`src/rtl/cwp_pkg.sv`:
```
package cwp_pkg;
  localparam int WORD_W = 32;
  localparam int OP_W   = 4;
  localparam int CLS_W  = 10;
  localparam int OFF_W  = 22;
  localparam int CNT_W  = 16;
  localparam int MSK_W  = 16;
  localparam int IDX_W  = $clog2(MSK_W);

  localparam logic [OP_W-1:0] OP_SETCL  = 4'd0;
  localparam logic [OP_W-1:0] OP_INCR   = 4'd1;
  localparam logic [OP_W-1:0] OP_NONINC = 4'd2;
  localparam logic [OP_W-1:0] OP_MASK   = 4'd3;
  localparam logic [OP_W-1:0] OP_IMM    = 4'd4;
  localparam logic [OP_W-1:0] OP_RESTRT = 4'd5;
  localparam logic [OP_W-1:0] OP_GATH   = 4'd6;
  localparam logic [OP_W-1:0] OP_STRM   = 4'd7;
  localparam logic [OP_W-1:0] OP_APPID  = 4'd8;
  localparam logic [OP_W-1:0] OP_PYLD   = 4'd9;
  localparam logic [OP_W-1:0] OP_INCW   = 4'd10;
  localparam logic [OP_W-1:0] OP_NONW   = 4'd11;
  localparam logic [OP_W-1:0] OP_GATHW  = 4'd12;
  localparam logic [OP_W-1:0] OP_EXT    = 4'd14;

  typedef enum logic [3:0] {
    K_WRITE = 4'd0, K_CLASS = 4'd1, K_BURST = 4'd2, K_GATHER = 4'd3,
    K_GADDR = 4'd4, K_RESTART = 4'd5, K_STREAM = 4'd6, K_APPID = 4'd7,
    K_PAYLOAD = 4'd8, K_LOCK_TAKE = 4'd9, K_LOCK_DROP = 4'd10,
    K_EXT_UNK = 4'd11, K_UNKNOWN = 4'd12
  } ev_kind_e;

  typedef enum logic [1:0] {M_STEP, M_FIXED, M_MASKED, M_ADDR} dmode_e;

  typedef struct packed {
    ev_kind_e              kind;
    logic [OP_W-1:0]       op;
    logic [CLS_W-1:0]      cls;
    logic [OFF_W-1:0]      off;
    logic [WORD_W-1:0]     data;
  } ev_t;

  function automatic logic [CNT_W-1:0] bit_total(input logic [MSK_W-1:0] m);
    logic [CNT_W-1:0] n;
    n = '0;
    for (int i = 0; i < MSK_W; i++) n = n + CNT_W'(m[i]);
    return n;
  endfunction

  function automatic logic [IDX_W-1:0] lowest_set(input logic [MSK_W-1:0] m);
    logic [IDX_W-1:0] idx;
    idx = '0;
    for (int i = MSK_W - 1; i >= 0; i--) if (m[i]) idx = IDX_W'(i);
    return idx;
  endfunction
endpackage

```
`src/rtl/cwp_header_dec.sv`:
```
module cwp_header_dec
  import cwp_pkg::*;
(
  input  logic [WORD_W-1:0] word,
  input  logic [CLS_W-1:0]  cur_cls,
  input  logic              pay_ok,
  input  logic [CNT_W-1:0]  pay_val,
  output ev_t               ev,
  output logic [CNT_W-1:0]  rem_n,
  output dmode_e            mode_n,
  output logic [OFF_W-1:0]  base_n,
  output logic [MSK_W-1:0]  mask_n,
  output logic              cls_we,
  output logic              pay_we
);
  localparam int SHORT_OFF = 12;

  logic [OP_W-1:0]      op;
  logic [OFF_W-1:0]     off_short;
  logic [OFF_W-1:0]     off_wide;
  logic [3:0]           sub;
  logic [MSK_W-1:0]     cl_mask;
  logic [MSK_W-1:0]     wr_mask;

  assign op        = word[WORD_W-1 -: OP_W];
  assign off_short = OFF_W'(word[16 +: SHORT_OFF]);
  assign off_wide  = word[OFF_W-1:0];
  assign sub       = word[27:24];
  assign cl_mask   = MSK_W'(word[5:0]);
  assign wr_mask   = word[MSK_W-1:0];

  always_comb begin
    ev      = '0;
    ev.kind = K_UNKNOWN;
    ev.op   = op;
    ev.cls  = cur_cls;
    ev.data = word;
    rem_n   = '0;
    mode_n  = M_FIXED;
    base_n  = '0;
    mask_n  = '0;
    cls_we  = 1'b0;
    pay_we  = 1'b0;
    case (op)
      OP_SETCL: begin
        cls_we  = 1'b1;
        ev.kind = K_CLASS;
        ev.cls  = word[6 +: CLS_W];
        ev.off  = off_short;
        mask_n  = cl_mask;
        rem_n   = bit_total(cl_mask);
        ev.data = WORD_W'(bit_total(cl_mask));
        mode_n  = M_MASKED;
        base_n  = off_short;
      end
      OP_INCR, OP_NONINC: begin
        ev.kind = K_BURST;
        ev.off  = off_short;
        rem_n   = word[CNT_W-1:0];
        ev.data = WORD_W'(word[CNT_W-1:0]);
        mode_n  = (op == OP_INCR) ? M_STEP : M_FIXED;
        base_n  = off_short;
      end
      OP_MASK: begin
        ev.kind = K_BURST;
        ev.off  = off_short;
        mask_n  = wr_mask;
        rem_n   = bit_total(wr_mask);
        ev.data = WORD_W'(bit_total(wr_mask));
        mode_n  = M_MASKED;
        base_n  = off_short;
      end
      OP_IMM: begin
        ev.kind = K_WRITE;
        ev.off  = off_short;
        ev.data = WORD_W'(word[15:0]);
      end
      OP_RESTRT: begin
        ev.kind = K_RESTART;
        ev.data = word << 4;
      end
      OP_GATH: begin
        ev.kind = K_GATHER;
        ev.off  = off_short;
        ev.data = WORD_W'(word[15:0]);
        rem_n   = CNT_W'(1);
        mode_n  = M_ADDR;
      end
      OP_GATHW: begin
        ev.kind = K_GATHER;
        ev.data = WORD_W'(word[13:0]);
        rem_n   = CNT_W'(2);
        mode_n  = M_ADDR;
      end
      OP_STRM: begin
        ev.kind = K_STREAM;
        ev.data = WORD_W'(word[21:0]);
      end
      OP_APPID: begin
        ev.kind = K_APPID;
        ev.data = WORD_W'(word[7:0]);
      end
      OP_PYLD: begin
        pay_we  = 1'b1;
        ev.kind = K_PAYLOAD;
        ev.data = WORD_W'(word[CNT_W-1:0]);
      end
      OP_INCW, OP_NONW: begin
        if (pay_ok) begin
          ev.kind = K_BURST;
          ev.off  = off_wide;
          ev.data = WORD_W'(pay_val);
          rem_n   = pay_val;
          mode_n  = (op == OP_INCW) ? M_STEP : M_FIXED;
          base_n  = off_wide;
        end
      end
      OP_EXT: begin
        if (sub == 4'd0) begin
          ev.kind = K_LOCK_TAKE;
          ev.data = WORD_W'(word[7:0]);
        end else if (sub == 4'd1) begin
          ev.kind = K_LOCK_DROP;
          ev.data = WORD_W'(word[7:0]);
        end else begin
          ev.kind = K_EXT_UNK;
        end
      end
      default: ev.kind = K_UNKNOWN;
    endcase
  end
endmodule

```
`src/rtl/cwp_data_step.sv`:
```
module cwp_data_step
  import cwp_pkg::*;
(
  input  logic [WORD_W-1:0] word,
  input  dmode_e            mode,
  input  logic [OP_W-1:0]   op,
  input  logic [CLS_W-1:0]  cls,
  input  logic [OFF_W-1:0]  off,
  input  logic [MSK_W-1:0]  mask,
  output ev_t               ev,
  output logic [OFF_W-1:0]  off_n,
  output logic [MSK_W-1:0]  mask_n
);
  logic [IDX_W-1:0] idx;
  assign idx = lowest_set(mask);

  always_comb begin
    ev      = '0;
    ev.kind = K_WRITE;
    ev.op   = op;
    ev.cls  = cls;
    ev.data = word;
    ev.off  = off;
    off_n   = off;
    mask_n  = mask;
    case (mode)
      M_STEP:   off_n = off + OFF_W'(1);
      M_FIXED:  off_n = off;
      M_MASKED: begin
        ev.off      = off + OFF_W'(idx);
        mask_n[idx] = 1'b0;
      end
      default: begin
        ev.kind = K_GADDR;
        ev.off  = '0;
      end
    endcase
  end
endmodule

```
`src/rtl/cwp_ev_reg.sv`:
```
module cwp_ev_reg
  import cwp_pkg::*;
(
  input  logic clk,
  input  logic rst_n,
  input  logic in_valid,
  output logic in_ready,
  input  ev_t  ev_in,
  output logic out_valid,
  input  logic out_ready,
  output ev_t  ev_out
);
  logic vld_q;
  ev_t  ev_q;

  assign in_ready  = !vld_q || out_ready;
  assign out_valid = vld_q;
  assign ev_out    = ev_q;

  always_ff @(posedge clk or negedge rst_n) begin
    if (!rst_n) begin
      vld_q <= 1'b0;
      ev_q  <= '0;
    end else if (in_ready) begin
      vld_q <= in_valid;
      if (in_valid) ev_q <= ev_in;
    end
  end
endmodule

```
`src/rtl/cmd_word_parser.sv`:
```
module cmd_word_parser
  import cwp_pkg::*;
(
  input  logic              clk,
  input  logic              rst_n,
  input  logic              buf_start,
  input  logic              cmd_valid,
  output logic              cmd_ready,
  input  logic [31:0]       cmd_word,
  output logic              ev_valid,
  input  logic              ev_ready,
  output logic [3:0]        ev_kind,
  output logic [3:0]        ev_op,
  output logic [9:0]        ev_class,
  output logic [21:0]       ev_offset,
  output logic [31:0]       ev_data
);
  logic [CNT_W-1:0] rem_q;
  dmode_e           mode_q;
  logic [OFF_W-1:0] off_q;
  logic [MSK_W-1:0] mask_q;
  logic [OP_W-1:0]  op_q;
  logic [CLS_W-1:0] cls_q;
  logic             pay_ok_q;
  logic [CNT_W-1:0] pay_q;

  logic             take;
  logic             hdr;
  logic             pay_ok_eff;
  ev_t              hdr_ev, dat_ev, sel_ev, out_ev;
  logic [CNT_W-1:0] h_rem;
  dmode_e           h_mode;
  logic [OFF_W-1:0] h_base, d_off;
  logic [MSK_W-1:0] h_mask, d_mask;
  logic             h_cls_we, h_pay_we;

  assign take       = cmd_valid && cmd_ready;
  assign hdr        = buf_start || (rem_q == '0);
  assign pay_ok_eff = pay_ok_q && !buf_start;
  assign sel_ev     = hdr ? hdr_ev : dat_ev;

  cwp_header_dec dec_i (
    .word(cmd_word), .cur_cls(cls_q), .pay_ok(pay_ok_eff), .pay_val(pay_q),
    .ev(hdr_ev), .rem_n(h_rem), .mode_n(h_mode), .base_n(h_base),
    .mask_n(h_mask), .cls_we(h_cls_we), .pay_we(h_pay_we)
  );

  cwp_data_step step_i (
    .word(cmd_word), .mode(mode_q), .op(op_q), .cls(cls_q), .off(off_q),
    .mask(mask_q), .ev(dat_ev), .off_n(d_off), .mask_n(d_mask)
  );

  cwp_ev_reg oreg_i (
    .clk(clk), .rst_n(rst_n), .in_valid(cmd_valid), .in_ready(cmd_ready),
    .ev_in(sel_ev), .out_valid(ev_valid), .out_ready(ev_ready), .ev_out(out_ev)
  );

  assign ev_kind   = out_ev.kind;
  assign ev_op     = out_ev.op;
  assign ev_class  = out_ev.cls;
  assign ev_offset = out_ev.off;
  assign ev_data   = out_ev.data;

  always_ff @(posedge clk or negedge rst_n) begin
    if (!rst_n) begin
      rem_q    <= '0;
      mode_q   <= M_FIXED;
      off_q    <= '0;
      mask_q   <= '0;
      op_q     <= '0;
      cls_q    <= '0;
      pay_ok_q <= 1'b0;
      pay_q    <= '0;
    end else begin
      if (buf_start) begin
        rem_q    <= '0;
        pay_ok_q <= 1'b0;
      end
      if (take) begin
        if (hdr) begin
          rem_q  <= h_rem;
          mode_q <= h_mode;
          off_q  <= h_base;
          mask_q <= h_mask;
          op_q   <= hdr_ev.op;
          if (h_cls_we) cls_q <= hdr_ev.cls;
          if (h_pay_we) begin
            pay_ok_q <= 1'b1;
            pay_q    <= cmd_word[CNT_W-1:0];
          end
        end else begin
          rem_q  <= rem_q - CNT_W'(1);
          off_q  <= d_off;
          mask_q <= d_mask;
        end
      end
    end
  end
endmodule

```
`config.mk`:
```
export PLATFORM = sky130hd
export DESIGN_NAME = cmd_word_parser
export DESIGN_NICKNAME = d
export VERILOG_FILES = /design/src/rtl/cwp_pkg.sv /design/src/rtl/cwp_header_dec.sv /design/src/rtl/cwp_data_step.sv /design/src/rtl/cwp_ev_reg.sv /design/src/rtl/cmd_word_parser.sv
export SDC_FILE = /design/constraint.sdc
export NUM_CORES = 1
export LEC_CHECK = 0
export BUFFER_PORTS_ARGS = -buffer_cell sky130_fd_sc_hd__buf_2
export CORE_MARGIN = 10
export CORE_UTILIZATION = 40
export CTS_CLUSTER_DIAMETER = 200
export CTS_CLUSTER_SIZE = 10
export DETAILED_ROUTE_END_ITERATION = 6
export GPL_TIMING_DRIVEN = 0
export SLEW_MARGIN = 20
export SYNTH_ARGS = -nofsm -noshare
export SYNTH_HDL_FRONTEND = slang
export SYNTH_HIERARCHICAL = 1
export SYNTH_SLANG_ARGS = --single-unit
```
`constraint.sdc`:
```
create_clock -name clk -period 4.19 [get_ports clk]
set_input_delay 0.838 -clock clk [delete_from_list [all_inputs] [get_ports clk]]
set_output_delay 0.838 -clock clk [all_outputs]
set_load 0.02 [all_outputs]
```
==> results of run 1 <==
-- per-stage QoR --
step           cell area (um2)  TNS, ps
2_1_floorplan            11760    -3403
3_3_place_gp             12790   -85130
3_5_place_dp             12830    -8767
4_1_cts                  13640    -1980
5_1_grt                  13680    -3522
6_report                 13680    -2597
-- layout make-up --
class                   count  share of cell area, %
multi-input cells        1009                  49.93
flip-flops and latches    160                  29.28
plain buffers             134                  5.927
repair buffers            122                  5.232
well taps                 384                  3.512
clock buffers              20                  3.412
inverters                  47                  1.381
clock inverters            12                  1.326
-- cells by family (layout without fill, tap and decap cells) --
group	after synthesis	count (layout)	synth area share, %
AO/OA/AOI/OAI	223	223	14.00
multiplexers	117	117	13.45
XOR/XNOR	43	43	3.210
adder cells (fa/ha/maj)	22	22	3.050
flip-flops	160	160	34.14
other	1	3	0.03196
AND/OR/NAND/NOR	601	601	23.71
buffers and inverters	181	335	8.414
-- worst max path at each step --
stage / from / endpoint
floorplan: cmd_word[3] / oreg_i/ev_out[1]
global placement: cmd_word[3] / oreg_i/ev_out[1]
detailed placement: cmd_word[3] / oreg_i/ev_out[1]
CTS: cmd_word[3] / oreg_i/ev_out[1]
global route: cmd_word[3] / oreg_i/ev_out[1]
finish: cmd_word[3] / oreg_i/ev_out[1]
-- power by group through the flow --
| stage | combinational (mW) | sequential, mW | clock [mW] |
|---|---|---|---|
| after floorplan | 2.90 | 2.97 | 0 |
| after global placement | 4.50 | 2.70 | 0 |
| after detailed placement | 4.56 | 2.72 | 0 |
| after CTS | 4.64 | 2.70 | 1.77 |
| after global routing | 5.09 | 2.80 | 1.84 |
| final | 4.65 | 2.70 | 1.74 |
-- per-layer routing --
layer	up-vias	track usage, %	routed length [um]
met3	62	4.774	2536
met4	0	6.611	928
met2	330	34.13	17690
met1	4977	27.37	16700
li1	4865	-	-
met5	-	0.4115	0
-- sequential cells by signal, summed over array words and instances (netlist names) --
name	cells
mask_q	16
pay_ok_q	1
mode_q	2
cls_q	10
oreg_i/ev_out	72
op_q	4
pay_q	16
off_q	22
oreg_i/out_valid	1
rem_q	16
-- worst register-to-register path: cells and delay by family, from the launching register on --
| family | cells | cell delay [ps] |
|---|---|---|
| XOR/XNOR | 1 | 220 |
| AND/OR/NAND/NOR | 6 | 720 |
| flip-flops | 1 | 420 |
| multiplexers | 1 | 260 |
| buffers and inverters | 1 | 50 |
| AO/OA/AOI/OAI | 4 | 1450 |
| adder cells (fa/ha/maj) | 2 | 620 |
-- layout by cell type (no fill, tap or decap), types with 36 or more instances in the layout --
cell type  count
and2_1        41
inv_1         36
nor2_1        88
nand2_1      334
buf_4         67
buf_2        135
mux2_4        71
clkbuf_1      36
a31oi_1       39
a22o_1        45
dfrtp_1      159
-- timing repair --
item | in CTS | in global routing
pin swaps | 12 | 10
setup endpoints to repair | 10 | 17
gates resized for setup | 31 | 5
hold buffers | 0 | 0
setup buffers | 8 | 4
==> flow_summary.toml, run 1 <==
[run_status]
run_status = "finished with violations"
violations = "negative setup slack"

[critical_path]
path_max_fanout = 2
r2r-start = "mask_q[14]"
critical_path_class = "in -> reg"
cp_num_buf_inv = 6
worst_path_dominant_cell_family = "adder cells"
reg2reg_to = "oreg_i/ev_out[50]"
critPathArrivalTime_ps = 4970
reg2reg_slack_ps = 340
path_cells = "buf_12 -> inv_8 -> fa_1 -> fa_1 -> inv_2 -> ha_4 -> inv_2 -> fa_1 -> fa_1 -> fa_2 -> inv_2 -> fa_2 -> inv_2 -> o2bb2ai_2 -> a22o_1 -> a21o_1 -> nand2_1 -> nand2_1 -> mux2_4"
worst_setup_path_end_kind = "register"
cp_slowest_cell = "fa_1"
cp-start-kind = "input pin"
required_ps = 4510
cp_slowest_stage_delay_ps = 510
cp.depth = 19
ff2ff_path_depth = 15

[route]
drc = 0
drtIter0Drc = 812
ant_nets = 0
via_count = 10230
wl_per_cell_um = 20.05
wirelength_um = 37860
viasPerCell = 5.421
first_pass_iters = 7

[placed_design]
dp_cells = 1845
port_buffers = 110
gp_congestion = 0.9273
place_ws_ps = -1114
dp_hpwl_um = 27420

[pwr]
p_int_mw = 5.077
p_leak_nw = 6.764
p_comb_share_pct = 51.1
power_mw = 9.095
p_seq_share_pct = 29.7
power_density_mw_per_mm2 = 664.9
p_sw_share_pct = 44.19
power.switching_mw = 4.019
ir_drop_mv = 0.3914
pwr-share-clk_pct = 19.2

[floorplanning]
die_x_um = 191.3
io_pins = 111
fp.coreArea_mm2 = 0.02886
die_h_um = 191.3
rows = 62
start_util_pct = 40.66
dieArea_mm2 = 0.03658

[clock_tree]
htree_num_levels = 4
cts_buffers = 17
clk_pin_slew_ps = 70
cts_sinks = 160
root_buffer = "clkbuf_16"
clk_path_buf_depth = 2
tritoncts = "done"
clock_latency_ps = 440

[logic_synthesis]
synth_seq_cells = 160
synthArstFlopShare_pct = 100.0
synth_top_area_share_pct = 33.91
yosys.area.top_type = "dfrtp_1"
synth_ff_type = "dfrtp_1"
ys_top_cells_by_area = "dfrtp_1 34%, nand2_1 11%, mux2_4 9.0%"
synth-edff-count = 0
yosys_warnings = 6
synth_commonest_cells = "338 x nand2_1, 159 x dfrtp_1, 88 x nor2_1, 70 x mux2_4, 56 x buf_4"
synth_area_mm2 = 0.01173
avgSynthCellArea_um2 = 8.704
yosysUniqueCellTypes = 84
synth_most_common_cell = "nand2_1"
netlist_instances = 1348
yosysSeqAreaShare_pct = 34.14

[run]
drv_cap = 0

[finish]
ff_latch_area_mm2 = 0.004005
multi_input_area_mm2 = 0.006830
nFillCells = 2848
final_cell_count_no_fill = 1888
nNetsFinal = 1550
diodes = 0
layout-drive-gt1-share_pct = 27.26
area_growth_pct = 16.59
fin_util_pct = 47.40

[timing]
fin_ws_ps = -458.5
rsz0062_at_grt = "yes"
slew_violations = 0
skew_ps = 9.618
finalHoldWorstSlack_ps = 341.3
finalHoldViolations = 0
worst_slew_pin_slew_ps = 777.6
post-route-min-period_ps = 4649
setup_viol = 10
timing.final.crit_share_pct = 110.9
fmax_ghz = 0.2151
relSlewSlack_pct = 47.73

[grt]
grt_usage_pct = 21.09
grt_pass1_vias = 10350
grt_pass1_wl_um = 60510
overflow = 0
grt_max_degree = 93
antenna_found_initial = 0

[min_path]
hold_path.class = "in -> async"
Power figures use the tool's default switching activity.
==> run 2: changes to the inputs <==
--- a/config.mk
+++ b/config.mk
@@ -5,7 +5,7 @@
 export SDC_FILE = /design/constraint.sdc
 export NUM_CORES = 1
 export LEC_CHECK = 0
-export BUFFER_PORTS_ARGS = -buffer_cell sky130_fd_sc_hd__buf_2
+export BUFFER_PORTS_ARGS = -buffer_cell sky130_fd_sc_hd__clkbuf_2
 export CORE_MARGIN = 10
 export CORE_UTILIZATION = 40
 export CTS_CLUSTER_DIAMETER = 200
==> flow_summary.toml, run 2 (synthesis gave the netlist of run 1 again) <==
[grt]
grt_pass1_wl_um = 59400
use_met3_pct = 3.954
gr-usage-met2_pct = 33.44
antenna_found_initial = 0
overflow = 0
grt_max_degree = 87
grt_usage_pct = 20.74
grt_use_met1_pct = 27.29
grt_pass1_vias = 10350
grt.busiest_layer = "met2"

[clock_tree]
clk_path_buf_depth = 2
clock_latency_ps = 440
clk_pin_slew_ps = 60
cts_sinks = 160
cts_buffers = 17
ctsHoldBuffers = 0
htree_num_levels = 4
root_buffer = "clkbuf_16"
tritoncts = "done"

[critical_path]
path_cells = "clkbuf_16 -> inv_4 -> fa_1 -> fa_1 -> inv_2 -> ha_4 -> inv_2 -> fa_1 -> fa_1 -> fa_2 -> inv_2 -> fa_2 -> inv_2 -> o2bb2ai_2 -> a22o_1 -> a21o_1 -> nand2_1 -> nand2_1 -> mux2_4"
required_ps = 4510
critical_path_class = "in -> reg"
critPathArrivalTime_ps = 5020
path_max_fanout = 2
worst_path_dominant_cell_family = "adder cells"
cp-start-kind = "input pin"
cp_num_buf_inv = 6
cp_slowest_cell = "fa_1"
cp_slowest_stage_delay_ps = 520
worst_setup_path_end_kind = "register"

[pwr]
power_density_mw_per_mm2 = 657.5
pwr-share-clk_pct = 17.7
ir_drop_mv = 0.4035
p_leak_nw = 6.713
p_comb_share_pct = 51.9
p_sw_share_pct = 45.22
power_mw = 8.946
p_seq_share_pct = 30.3
power.switching_mw = 4.045
p_int_mw = 4.901

[run]
drv_cap = 0

[floorplanning]
die_h_um = 191.3
fp.coreArea_mm2 = 0.02886
start_util_pct = 40.66
dieArea_mm2 = 0.03658
rows = 62
io_pins = 111
die_x_um = 191.3

[timing]
worst_slew_pin_slew_ps = 795.3
rsz0062_at_grt = "yes"
relSlewSlack_pct = 46.54
fmax_ghz = 0.2127
slew_violations = 0
setup-tns-final_ps = -2960
fin_ws_ps = -512.5
finalHoldViolations = 0
setup_viol = 10
post-route-min-period_ps = 4702
skew_ps = 11.77
timing.final.crit_share_pct = 112.2

[route]
wl_per_cell_um = 20.25
drtIter0Drc = 925
ant_nets = 0
via_count = 10290
first_pass_iters = 5
drc = 0
wirelength_um = 38260
viasPerCell = 5.447

[finish]
most-common-layout-cells = "336 x nand2_1, 159 x dfrtp_1, 107 x clkbuf_2"
multi_input_area_mm2 = 0.006798
nFillCells = 2824
mostFrequentLayoutCell = "nand2_1"
largest_reg_flops = 72
design_area_mm2 = 0.01361
nNetsFinal = 1550
layout-drive-gt1-share_pct = 26.80
ff_latch_area_mm2 = 0.004005
area_growth_pct = 15.96

[placed_design]
port_buffers = 110
gp_congestion = 0.9184
dp_hpwl_um = 27450
dpl_cell_area_mm2 = 0.01283

[run_status]
run_status = "finished with violations"
violations = "negative setup slack"

[min_path]
hold_path.class = "in -> async"
==> run 2: changes by cell type in the layout (fill, tap and decap cells not counted), moves of 3 or more <==
| cell | previous run | this run |
|---|---|---|
| clkbuf_2 | 1 | 107 |
| bufinv_16 | 4 | 1 |
| clkinvlp_4 | 1 | 4 |
| inv_2 | 9 | 6 |
| clkbuf_16 | 17 | 20 |
| buf_12 | 3 | 0 |
| buf_2 | 135 | 29 |
==> run 2: repair_timing <==
| item | CTS | global route |
|---|---|---|
| setup buffers | 9 | 2 |
| pin swaps | 19 | 9 |
| endpoints found under the setup margin | 10 | 18 |
| resized for setup | 25 | 2 |
==> run 2: power groups by stage <==
| stage | combinational [mW] | clock, mW | sequential, mW |
|---|---|---|---|
| floorplan | 2.90 | 0 | 2.97 |
| global placement | 4.49 | 0 | 2.71 |
| detailed placement | 4.56 | 0 | 2.72 |
| CTS | 4.63 | 1.61 | 2.70 |
| global route | 5.07 | 1.67 | 2.81 |
| finish | 4.65 | 1.59 | 2.71 |
==> run 2: final timing paths <==
| check | startpoint | end | slack [ps] | cells past startpoint |
|---|---|---|---|---|
| setup / recovery | cmd_word[1] | oreg_i/ev_out[1] | -510 | 19 |
| hold / removal | rst_n | mask_q[6] | 420 | 1 |
| setup reg to reg | mask_q[14] | oreg_i/ev_out[50] | 280 | 15 |
| hold reg to reg | pay_q[10] | pay_q[10] | 480 | 1 |
| max in group asynchronous | rst_n | cls_q[8] | 2900 | 2 |
| min in group clk | pay_q[10] | pay_q[10] | 480 | 1 |
==> run 2: cell type report <==
cell class                      count  share of cell area, %
Multi-Input combinational cell   1009                  49.96
Inverter                           47                  1.407
Timing Repair Buffer              122                  5.361
Tap cell                          384                  3.531
Antenna cell                        1                0.01839
Buffer                            134                  5.959
Sequential cell                   160                  29.44
Clock buffer                       22                  3.559
Clock inverter                     10                 0.7633
==> run 2: routing by layer <==
layer	share of wire [%]	routed length, um
met5	0	0
met1	45	17050
met4	2.6	986
met3	6.4	2447
met2	46	17770
==> run 2: through the flow <==
step	std cells	util [%]	worst slack (ps)	hold slack, ps
floorplan	1350	-	-611.8	455.6
global placement	1844	44.33	-1127	465.3
detailed placement	1845	44.45	-1198	472.6
CTS	1886	47.06	-563.2	463.9
global route	1888	47.14	-625.4	479.9
finish	1889	47.15	-512.5	424.3
